<file path="src/rtl/vsp_pkg.sv">
package vsp_pkg;
   typedef enum logic {
      VSP_OUT_COMB = 1'b0,
      VSP_OUT_REG  = 1'b1
   } vsp_out_e;

   localparam int unsigned VSP_MIN_SYNC = 2;
endpackage

</file>
<file path="src/rtl/vsp_edge_sync.sv">
module vsp_edge_sync #(
   parameter int unsigned STAGES = 2,
   parameter bit          RISING = 1'b1
) (
   input  logic clk,
   input  logic rst_n,
   input  logic async_in,
   output logic pulse
);
   if (STAGES < vsp_pkg::VSP_MIN_SYNC) begin : g_bad_stages
      $error("vsp_edge_sync: STAGES below minimum");
   end

   logic [STAGES-1:0] sync_q;
   logic              last_q;

   always_ff @(posedge clk or negedge rst_n) begin
      if (!rst_n) begin
         sync_q <= '0;
         last_q <= 1'b0;
      end else begin
         sync_q <= {sync_q[STAGES-2:0], async_in};
         last_q <= sync_q[STAGES-1];
      end
   end

   if (RISING) begin : g_rise
      assign pulse = sync_q[STAGES-1] & ~last_q;
   end else begin : g_fall
      assign pulse = ~sync_q[STAGES-1] & last_q;
   end
endmodule

</file>
<file path="src/rtl/vsp_store.sv">
module vsp_store #(
   parameter int unsigned DATA_W = 8,
   parameter int unsigned ROW_W  = 2,
   parameter int unsigned COL_W  = 3
) (
   input  logic                         clk,
   input  logic                         rst_n,
   input  logic [ROW_W-1:0]             row,
   input  logic [COL_W-1:0]             col,
   input  logic [DATA_W-1:0]            wdata,
   input  logic                         we,
   output logic [DATA_W-1:0]            rdata,
   output logic [(DATA_W<<COL_W)-1:0]   row_flat
);
   localparam int unsigned ROWS = 1 << ROW_W;
   localparam int unsigned COLS = 1 << COL_W;

   logic [DATA_W-1:0] mem_q [ROWS][COLS];
   logic [DATA_W-1:0] rd_q;

   always_ff @(posedge clk or negedge rst_n) begin
      if (!rst_n) begin
         for (int r = 0; r < ROWS; r++) begin
            for (int c = 0; c < COLS; c++) begin
               mem_q[r][c] <= '0;
            end
         end
         rd_q <= '0;
      end else begin
         rd_q <= mem_q[row][col];
         if (we) begin
            mem_q[row][col] <= wdata;
         end
      end
   end

   assign rdata = rd_q;

   for (genvar c = 0; c < COLS; c++) begin : g_pack
      assign row_flat[c*DATA_W +: DATA_W] = mem_q[row][c];
   end
endmodule

</file>
<file path="src/rtl/vsp_line_shifter.sv">
module vsp_line_shifter #(
   parameter int unsigned      DATA_W   = 8,
   parameter int unsigned      COL_W    = 3,
   parameter vsp_pkg::vsp_out_e OUT_MODE = vsp_pkg::VSP_OUT_COMB
) (
   input  logic                         clk,
   input  logic                         rst_n,
   input  logic                         load,
   input  logic [(DATA_W<<COL_W)-1:0]   row_in,
   input  logic                         step,
   output logic [DATA_W-1:0]            data_out,
   output logic                         line_last,
   output logic [COL_W-1:0]             ptr,
   output logic [(DATA_W<<COL_W)-1:0]   line_bits
);
   localparam int unsigned         COLS  = 1 << COL_W;
   localparam int unsigned         LBITS = DATA_W * COLS;
   localparam logic [COL_W-1:0]    LAST  = COL_W'(COLS - 1);

   logic [LBITS-1:0] sh_q, sh_nx;
   logic [COL_W-1:0] ptr_q, ptr_nx;

   function automatic logic [DATA_W-1:0] pick(input logic [LBITS-1:0] bits,
                                              input logic [COL_W-1:0] idx);
      logic [DATA_W-1:0] w;
      w = '0;
      for (int c = 0; c < COLS; c++) begin
         if (idx == COL_W'(c)) w = bits[c*DATA_W +: DATA_W];
      end
      return w;
   endfunction

   always_comb begin
      sh_nx  = sh_q;
      ptr_nx = ptr_q;
      if (load) begin
         sh_nx  = row_in;
         ptr_nx = '0;
      end else if (step) begin
         ptr_nx = (ptr_q == LAST) ? '0 : ptr_q + 1'b1;
      end
   end

   always_ff @(posedge clk or negedge rst_n) begin
      if (!rst_n) begin
         sh_q  <= '0;
         ptr_q <= '0;
      end else begin
         sh_q  <= sh_nx;
         ptr_q <= ptr_nx;
      end
   end

   if (OUT_MODE == vsp_pkg::VSP_OUT_REG) begin : g_out_reg
      logic [DATA_W-1:0] dout_q;
      always_ff @(posedge clk or negedge rst_n) begin
         if (!rst_n) dout_q <= '0;
         else        dout_q <= pick(sh_nx, ptr_nx);
      end
      assign data_out = dout_q;
   end else begin : g_out_comb
      assign data_out = pick(sh_q, ptr_q);
   end

   assign line_last = (ptr_q == LAST);
   assign ptr       = ptr_q;
   assign line_bits = sh_q;
endmodule

</file>
<file path="src/rtl/vram_serial_port.sv">
module vram_serial_port #(
   parameter int unsigned       DATA_W      = 8,
   parameter int unsigned       ROW_W       = 2,
   parameter int unsigned       COL_W       = 3,
   parameter int unsigned       SYNC_STAGES = 2,
   parameter vsp_pkg::vsp_out_e OUT_MODE    = vsp_pkg::VSP_OUT_COMB
) (
   input  logic              clk,
   input  logic              rst_n,
   input  logic [ROW_W-1:0]  ra_row,
   input  logic [COL_W-1:0]  ra_col,
   input  logic [DATA_W-1:0] ra_wdata,
   input  logic              ra_we,
   output logic [DATA_W-1:0] ra_rdata,
   input  logic              xfer_req,
   input  logic              sclk,
   output logic [DATA_W-1:0] ser_data,
   output logic              line_end
);
   localparam int unsigned COLS  = 1 << COL_W;
   localparam int unsigned LBITS = DATA_W * COLS;

   if (DATA_W < 1) begin : g_bad_data
      $error("vram_serial_port: DATA_W must be at least 1");
   end
   if (ROW_W < 1) begin : g_bad_row
      $error("vram_serial_port: ROW_W must be at least 1");
   end
   if (COL_W < 1) begin : g_bad_col
      $error("vram_serial_port: COL_W must be at least 1");
   end
   if (SYNC_STAGES < vsp_pkg::VSP_MIN_SYNC) begin : g_bad_sync
      $error("vram_serial_port: SYNC_STAGES too small");
   end

   logic             shift_pulse;
   logic [LBITS-1:0] row_flat;
   logic [COL_W-1:0] sh_ptr;
   logic [LBITS-1:0] sh_bits;

   vsp_edge_sync #(
      .STAGES (SYNC_STAGES),
      .RISING (1'b1)
   ) i_sync (
      .clk      (clk),
      .rst_n    (rst_n),
      .async_in (sclk),
      .pulse    (shift_pulse)
   );

   vsp_store #(
      .DATA_W (DATA_W),
      .ROW_W  (ROW_W),
      .COL_W  (COL_W)
   ) i_store (
      .clk      (clk),
      .rst_n    (rst_n),
      .row      (ra_row),
      .col      (ra_col),
      .wdata    (ra_wdata),
      .we       (ra_we),
      .rdata    (ra_rdata),
      .row_flat (row_flat)
   );

   vsp_line_shifter #(
      .DATA_W   (DATA_W),
      .COL_W    (COL_W),
      .OUT_MODE (OUT_MODE)
   ) i_shift (
      .clk       (clk),
      .rst_n     (rst_n),
      .load      (xfer_req),
      .row_in    (row_flat),
      .step      (shift_pulse),
      .data_out  (ser_data),
      .line_last (line_end),
      .ptr       (sh_ptr),
      .line_bits (sh_bits)
   );
endmodule

</file>
<file path="config.mk">
export PLATFORM = sky130hd
export DESIGN_NAME = vram_serial_port
export DESIGN_NICKNAME = d
export VERILOG_FILES = /design/src/rtl/vsp_pkg.sv /design/src/rtl/vsp_edge_sync.sv /design/src/rtl/vsp_store.sv /design/src/rtl/vsp_line_shifter.sv /design/src/rtl/vram_serial_port.sv
export SDC_FILE = /design/constraint.sdc
export NUM_CORES = 1
export LEC_CHECK = 0
export CAP_MARGIN = 30
export CORE_MARGIN = 10
export CORE_UTILIZATION = 35
export DETAILED_ROUTE_END_ITERATION = 16
export HOLD_SLACK_MARGIN = 0.06
export PLACE_DENSITY = 0.48
export SLEW_MARGIN = 10
export SYNTH_ARGS = -nofsm -noshare
export SYNTH_HDL_FRONTEND = slang
export SYNTH_SLANG_ARGS = --single-unit
</file>
<file path="constraint.sdc">
create_clock -name clk -period 3.64 [get_ports clk]
set_clock_uncertainty 0.1 [all_clocks]
set_input_delay 1.092 -clock clk [delete_from_list [all_inputs] [get_ports clk]]
set_output_delay 1.092 -clock clk [all_outputs]
set_load 0.05 [all_outputs]
</file>
# Word-level counts from Yosys, hierarchy flattened
# Index checks and enable logic that the tools add are counted.
[op_classes]
n_addsub = 1
magnitude_cmp = 4
n_eq_ne = 7
muxes = 22
bitwise = 4
reduce_logical = 4
[op_table]
columns = ["operator", "count"]
rows = [
  ["bitwise mux 256 bit", 1],
  ["two-way mux 64 bit", 3],
  ["binary-select mux 64 bit (select 2 bit)", 1],
  ["demux 64 bit (select 2 bit)", 1],
  ["two-way mux 8 bit", 11],
  ["binary-select mux 8 bit (select 3 bit)", 1],
  ["demux 8 bit (select 3 bit)", 1],
  ["equality test 3 bit (second input constant)", 4],
  ["two-way mux 3 bit", 3],
  ["equality test 3 x 2 -> 1 bit (second input constant)", 2],
  ["greater-or-equal comparator 4 bit (second input constant)", 1],
  ["less-than comparator 4 x 1 -> 1 bit (second input constant)", 1],
  ["inverter 3 -> 4 bit", 1],
  ["adder 3 x 1 -> 3 bit (second input constant)", 1],
  ["equality test 3 x 1 -> 1 bit (second input constant)", 1],
  ["greater-or-equal comparator 3 bit (second input constant)", 1],
  ["logical NOT 3 bit", 1],
  ["less-than comparator 3 x 1 -> 1 bit (second input constant)", 1],
  ["inverter 2 -> 3 bit", 1],
  ["logical AND 1 bit", 2],
  ["nonzero test 2 bit", 1],
  ["bitwise AND 1 bit", 1],
  ["inverter 1 bit", 1],
]
[totals]
reg_bits = 334
inputBits = 18
out_inout_bits = 17
word_cells = 79

# Longest topological paths before layout
# Gate-level depths: netlist of run 1.
[depth]
depth_word = 9
mapped_depth = 9
mapped_depth_nobuf = 6

# Hierarchy
# A second synthesis of run 1 with hierarchy kept.
[hier_totals]
cells_unflattened = 1221
hier_area_um2 = 16091.7
[modules_own_cells]
columns = ["module", "instances", "cells_per_inst", "area_per_inst_um2", "seq_area_each_um2"]
rows = [
  ["vsp_store", 1, 935, 12778.5, 6606.3],
  ["vsp_line_shifter", 1, 282, 3224.3, 1676.6],
  ["vsp_edge_sync", 1, 4, 88.8, 75.1],
]

# Least setup slack after synthesis of run 1
# OpenSTA, ideal clock, no wires.
[synth_timing]
path_kind = "register -> output"
startpoint = "reg i_shift.ptr_q[2], in the netlist i_shift.ptr[2]"
endpoint = "out ser_data[6]"
t_arrival_ps = 2816
required_time_ps = 2448
slack_ps = -368
stages_incl_launch_ff = 10
cell_sequence = "dfrtp_1 clkbuf_1 inv_1 clkbuf_1 ha_1 clkbuf_1 nor3b_1 a21oi_1 o211ai_1 o21ai_0"
[synth_via]
elab_chain_cells = 9
[synth_rtl]
columns = ["element", "line_no", "rtl"]
rows = [
  ["start, declared", "vsp_line_shifter.sv:21", "logic [COL_W-1:0] ptr_q, ptr_nx;"],
  ["start signal, assigned", "vsp_line_shifter.sv:50", "ptr_q <= ptr_nx;"],
  ["logical NOT 3 bit", "vsp_line_shifter.sv:28", "if (idx == COL_W'(c)) w = bits[c*DATA_W +: DATA_W];"],
  ["two-way mux 8 bit (7 in series)", "vsp_line_shifter.sv:28", ""],
  ["two-way mux 8 bit (*)", "vsp_line_shifter.sv:28", ""],
  ["end, declared", "vram_serial_port.sv:17", "output logic [DATA_W-1:0] ser_data,"],
]
# Every way passes the cells marked *; elsewhere a longest branch is shown, timed or not.

# Worst setup path in the final report of run 1
[layout_timing]
startpoint = "reg i_shift.ptr_q[1], in the netlist i_shift.ptr[1]"
endpoint = "out ser_data[4]"
# Same word-level chain as after synthesis.

==> results of run 1 <==
==> sequential cells by signal (all words and copies together), names as in the netlist <==
| register | count |
|---|---|
| i_sync.last_q | 1 |
| i_shift.ptr | 3 |
| i_store.rdata | 8 |
| i_sync.sync_q | 2 |
| i_store.mem_q | 256 |
| i_shift.line_bits | 64 |
==> worst paths after layout <==
| path | startpoint | to | depth (start not counted) |
|---|---|---|---|
| worst min-delay path | i_sync.sync_q[0] | i_sync.sync_q[1] | 0 |
| worst max register to register | i_store.mem_q[87] | i_store.rdata[7] | 4 |
| worst min register to register | i_sync.sync_q[0] | i_sync.sync_q[1] | 0 |
| min in group asynchronous | rst_n | i_store.mem_q[130] | 1 |
| worst max-delay path | i_shift.ptr[1] | ser_data[4] | 7 |
| max in group asynchronous | rst_n | i_store.mem_q[230] | 2 |
==> cell usage in the layout (no fill, tap or decap), types with 4 or more instances in the layout <==
cell / instances
inv_1: 11
clkbuf_1: 9
clkbuf_16: 41
nand3_1: 7
nand4bb_1: 6
nand2_1: 61
clkdlybuf4s50_1: 20
nor2_1: 47
or3_1: 7
dfrtp_1: 332
nor3_4: 4
o22ai_1: 64
o22ai_2: 4
nor2b_1: 42
nand2_2: 4
buf_12: 19
a31o_2: 41
ha_4: 4
o21ai_0: 12
nand3b_1: 8
nand4_1: 8
mux2_2: 265
nand4b_1: 4
nor2_4: 6
clkbuf_8: 10
nor2_2: 9
buf_4: 92
clkinv_2: 6
mux2_1: 11
a221o_1: 4
or4b_1: 4
a21oi_2: 7
a21oi_1: 18
nand2b_1: 42
mux2i_1: 151
==> power breakdown <==
part	internal [uW]	switching, uW
clock	2480	1610
combinational	1120	1370
sequential	4430	393
total	8040	3380
==> per-layer routing <==
layer	wire length (um)	share of wire
met1	25300	0.48
met2	23300	0.44
met3	2720	0.052
met4	1400	0.027
met5	20	0.00038
==> through the flow <==
| step | TNS (ns) | setup WS, ns | total power [uW] |
|---|---|---|---|
| after CTS | -0.0412 | -0.0243 | 11500 |
| after detailed placement | 0 | 0.125 | 7330 |
| final | 0 | 0.00929 | 11400 |
| after global placement | 0 | 0.130 | 7290 |
| after floorplan | 0 | 0.00818 | 6190 |
| after global routing | -0.338 | -0.0729 | 11900 |
==> layout make-up <==
type | instances | share of cell area
Sequential cell | 334 | 0.427
Timing Repair Buffer | 137 | 0.0684
Multi-Input combinational cell | 882 | 0.395
Clock buffer | 60 | 0.0612
Tap cell | 607 | 0.0388
Inverter | 12 | 0.00230
Clock inverter | 10 | 0.00671
==> cell families after synthesis <==
logic type,synth area share
AO/OA/AOI/OAI,0.0703
adder cells (fa/ha/maj),0.00459
buffers and inverters,0.0299
flip-flops,0.511
multiplexers,0.282
AND/OR/NAND/NOR,0.102
==> what timing repair did <==
item                                   CTS  global route
pin swaps                               12             7
setup buffers                            4             4
setup endpoints to repair                9             9
endpoints found under the hold margin    0             0
resized for setup                       38            11
==> worst max-delay path, stage by stage (launching register included) <==
cell	delay, ns
dfrtp_1	0.43
ha_2	0.23
ha_4	0.20
buf_4	0.16
a221o_1	0.37
o22ai_2	0.22
a21oi_2	0.10
buf_12	0.16
==> metrics, run 1 <==
residual antenna-violating net count after detailed routing 0; RSZ-0062 raised after global routing true; input/output buffers 34; Top Usage Layer GRT met2; Die W roughly 240 um; number of synthesized register bits approximately 330; Netlist cell types 52; ys async rst share 1.00; clk slew on worst S/H paths 0.06 ns; Worst setup SP type register; warnings from Yosys 0; DRT Pass-1 Iters 6; met2 Use GR 0.282; # IOs 35; post-route insts no fill just over 2000; Syn Area/Cell ~12 um^2; minimum clock period ~3.6 ns; EDFF count, synth 0; sequential area share after synthesis 0.511; largest cells by area after synthesis dfrtp_1, mux2_2, mux2i_1; Yosys top cell area share 0.511; static leakage 0.00886 uW; grt total ovfl 0; Post-Syn Nets approximately 1400; area of the multi-input gates slightly below 8000 um^2; final instance area around 20000 um^2; die area 55800 um^2; top cells by count, synth dfrtp_1, mux2_2, mux2i_1; global-route wire length before repair approximately 78000 um; Area Overhead vs Synth 19.5%; DR vias/cell ~5.4; TritonCTS clock tree yes; met3 GRT Util 0.0324; hold-fix buffers at CTS 0; Yosys top cell by area dfrtp_1; Max-slew headroom 0.409; Max Fclk approximately 0.28 GHz; class of the worst hold path reg2reg; Rows 79; Avg WL per Cell roughly 26 um; Pwr per Cell Area 583 nW/um^2; Final Util 0.422; CP endpoint kind primary output; Remaining DRCs 0; Hold Worst Slack 0.277 ns; CTS Buf Count 40; largest net degree at the start of global routing about 80; HPWL after DPL between 30000 and 40000 um; H-tree levels 2; FILL cells ~4400; setup violators final 0; Max Slew Vio Count 0; max-cap viol count 0; initial antenna violation count 1; Die Y between 200 and 250 um; clock buffer depth 3; total number of vias between 10000 and 15000; Iter 0 DRT Violations approximately 1000; Starting Density 0.353; antenna fix cells 0; Final Net Count between 1000 and 1500; vias in the first global route about 11000; worst skew pair latency approximately 0.56 ns; GRT Total Usage 0.186; met1 Resource Use GR 0.266; status completed; CP required between 2 and 2.5 ns; CTS root buf clkbuf_16; Sinks on Clock Net approximately 330; layout cells sized above 1 0.381; top_reg_cell synth dfrtp_1; Core ar. ~46000 um^2; worst-margin pin slew 0.883 ns; R2R setup slack around 1.9 ns; Fin. Hold Viols 0; Final Cycle Share 0.997; synthesized area roughly 16000 um^2; placed insts 1964; critical setup path kind reg2out; crit path DAT about 2.4 ns; Total Routed Length 52800 um; Mapped Cells about 1300; gpl congestion roughly 0.96; most common cell in the synthesized netlist dfrtp_1; DP Area ~18000 um^2; Worst IR Drop VDD approximately 320 uV; register area roughly 8400 um^2; CP max FO 6
Power figures use the tool's default switching activity.
==> run 2: changes to the inputs <==
Settings changed: CORE_ASPECT_RATIO from default to 0.75.
==> run 2 against run 1 <==
  * Worst hold slack got worse by 0.00089 ns
  * Combinational power increased by 2%
  * Flip-flop and latch count unchanged
  * Design area decreased by 0.42%
  * Critical path depth unchanged
  * Core utilization about the same
  * Final cell count increased by 1.1%
  * Sequential share of layout area increased by 0.18 points
  * Routed wire length increased by 1.5%
  * Largest cell class unchanged
==> metrics, run 2 (same netlist as run 1, synthesis figures left out) <==
switching share of power 0.295 (was 0.296); residual antenna-violating net count after detailed routing 0 (unchanged); Die W 270 um (was 236 um); Max Slew Vio Count 0 (unchanged); Final Cycle Share 0.998 (was 0.997); met2 Use GR 0.257 (was 0.282); final setup margin 0.00646 ns (was 0.00929 ns); slowest cell on the critical path dfrtp_2 (was dfrtp_1); clock buffer depth 3 (unchanged); H-tree levels 2 (unchanged); max-cap viol count 0 (unchanged); RSZ-0062 raised after global routing true (unchanged); grt total ovfl 0 (unchanged); max reg flops 256 (unchanged); Most Frequent Cell on Critical Path ha_4; status completed (unchanged); Die Y 207 um (was 236 um); Cell Chain, Critical Path ha_4 -> ha_4 -> or3_4 -> a21oi_4 -> o22ai_2 -> a21oi_2 -> buf_12 (was ha_2 -> ha_4 -> buf_4 -> a221o_1 -> o22ai_2 -> a21oi_2 -> buf_12); vias in the first global route 11200 (about the same); Final Net Count 1435 (was 1431); Starting Density 0.355 (was 0.353); Pwr per Cell Area 581 nW/um^2 (was 583 nW/um^2); Area Overhead vs Synth 19.0% (was 19.5%); HPWL after DPL 38100 um (was 37600 um); Top reg by flops i_store.mem_q (unchanged); CTS root buf clkbuf_16 (unchanged); Sw Pwr 3340 uW (was 3380 uW); Worst IR Drop VDD 336 uV (was 324 uV); layout cells sized above 1 0.378 (was 0.381); Avg WL per Cell 25.9 um (was 25.8 um); setup violators final 0 (unchanged); met1 Resource Use GR 0.287 (was 0.266); slowest cell delay on critical path 0.44 ns (was 0.43 ns); # IOs 35 (unchanged); Max Fclk 0.275 GHz (about the same); static leakage 0.00880 uW (was 0.00886 uW); initial antenna violation count 2 (was 1); met3 GRT Util 0.0490 (was 0.0324); crit path DAT 2.44 ns (about the same); CP max FO 6 (unchanged); most frequent cells in the layout dfrtp_1, mux2_2, mux2i_1 (unchanged); DRT Pass-1 Iters 5 (was 6); DR vias/cell 5.40 (was 5.44); Top Usage Layer GRT met1 (was met2); worst-margin pin slew 0.727 ns (was 0.883 ns); pre-CTS WS 0.249 ns (was 0.125 ns); Power, Total 11300 uW (was 11400 uW); post-route insts no fill 2065 (was 2042); commonest non-fill, non-tap cell in the layout dfrtp_1 (unchanged); critical setup path kind reg2out (unchanged); CP endpoint kind primary output (unchanged); FILL cells 4402 (was 4392); TritonCTS clock tree yes (unchanged); input/output buffers 34 (unchanged); CP required 2.45 ns (about the same); gpl congestion 0.917 (was 0.957); Gate power share 0.226 (was 0.219); minimum clock period 3.63 ns (about the same); Power Internal 7990 uW (was 8040 uW); die area 55900 um^2 (was 55800 um^2); global-route wire length before repair 78800 um (was 78400 um); largest net degree at the start of global routing 65 (was 81); Total Routed Length 53600 um (was 52800 um); worst skew pair latency 0.53 ns (was 0.56 ns); total number of vias 11100 (about the same); placed insts 1999 (was 1964); GRT Total Usage 0.188 (was 0.186); Remaining DRCs 0 (unchanged); clock share of power 0.348 (was 0.358); Max-slew headroom 0.515 (was 0.409); Worst setup SP type register (unchanged); Flop pwr share 0.427 (was 0.423); Core ar. 46100 um^2 (was 46400 um^2); Iter 0 DRT Violations 944 (was 1025); Fin. Hold Viols 0 (unchanged); class of the worst hold path reg2reg (unchanged); Sinks on Clock Net 334 (unchanged); CTS Buf Count 37 (was 40); clk slew on worst S/H paths 0.06 ns (about the same); Rows 68 (was 79)
## run 2: layout make-up
type	instances	area (um^2)	share of cell area
Clock buffer	51	1040	0.0533
Sequential cell	334	8360	0.429
Inverter	12	45.0	0.00231
Timing Repair Buffer	144	1360	0.0695
Multi-Input combinational cell	882	7680	0.394
Clock inverter	11	211	0.0109
Tap cell	630	788	0.0405
Antenna cell	1	2.50	0.000128
## run 2: worst paths after layout
| check | from | to | slack (ns) | cells past startpoint |
|---|---|---|---|---|
| setup / recovery | i_shift.ptr[1] | ser_data[3] | 0.006 | 7 |
| setup reg to reg | i_store.mem_q[96] | i_store.rdata[0] | 1.91 | 4 |
| max in group asynchronous | rst_n | i_store.mem_q[222] | 2.18 | 2 |
| hold / removal | i_sync.sync_q[0] | i_sync.sync_q[1] | 0.28 | 0 |
| min in group asynchronous | rst_n | i_store.mem_q[142] | 0.44 | 1 |
| hold reg to reg | i_sync.sync_q[0] | i_sync.sync_q[1] | 0.28 | 0 |
## run 2: metrics by stage
step	area, um^2	setup TNS [ns]	hold slack (ns)	utilization
after floorplan	16400	0	0.231	-
after global placement	18000	0	0.274	0.391
after detailed placement	18000	0	0.275	0.391
after CTS	19400	-0.0168	0.290	0.420
after global routing	19500	-0.451	0.283	0.422
final	19500	0	0.276	0.423
## run 2: routing by layer
metal	up-vias	wire (um)
met2	298	21600
li1	4969	-
met5	-	13
met1	5806	27300
met4	2	1060
met3	68	3620
## run 2: what timing repair did
item	CTS	global route
pin swaps	6	4
setup buffers	0	3
setup endpoints to repair	8	8
hold buffers	0	0
gates resized for setup	22	18
## run 2: worst max-delay path: cells and delay by family, from the launching register on
| kind | cells | cell delay [ns] |
|---|---|---|
| AOI/OAI and AO/OA | 3 | 0.49 |
| DFF | 1 | 0.44 |
| buffers and inverters | 1 | 0.16 |
| and+or+nand+nor | 1 | 0.44 |
| adders and majority gates | 2 | 0.37 |
## run 2: power groups by stage
stage | Sequential (uW) | Combinational [uW] | Clock (uW)
floorplan | 4810 | 1370 | 0
global placement | 4880 | 2480 | 0
detailed placement | 4890 | 2500 | 0
CTS | 4830 | 2530 | 4050
global route | 4920 | 2720 | 4210
finish | 4830 | 2560 | 3940
==> run 3: changes to the inputs <==
Settings changed: CTS_CLUSTER_DIAMETER from default to 200.
==> results of run 3 <==
Same layout as run 2: the final DEF is identical, and so are final timing and power.
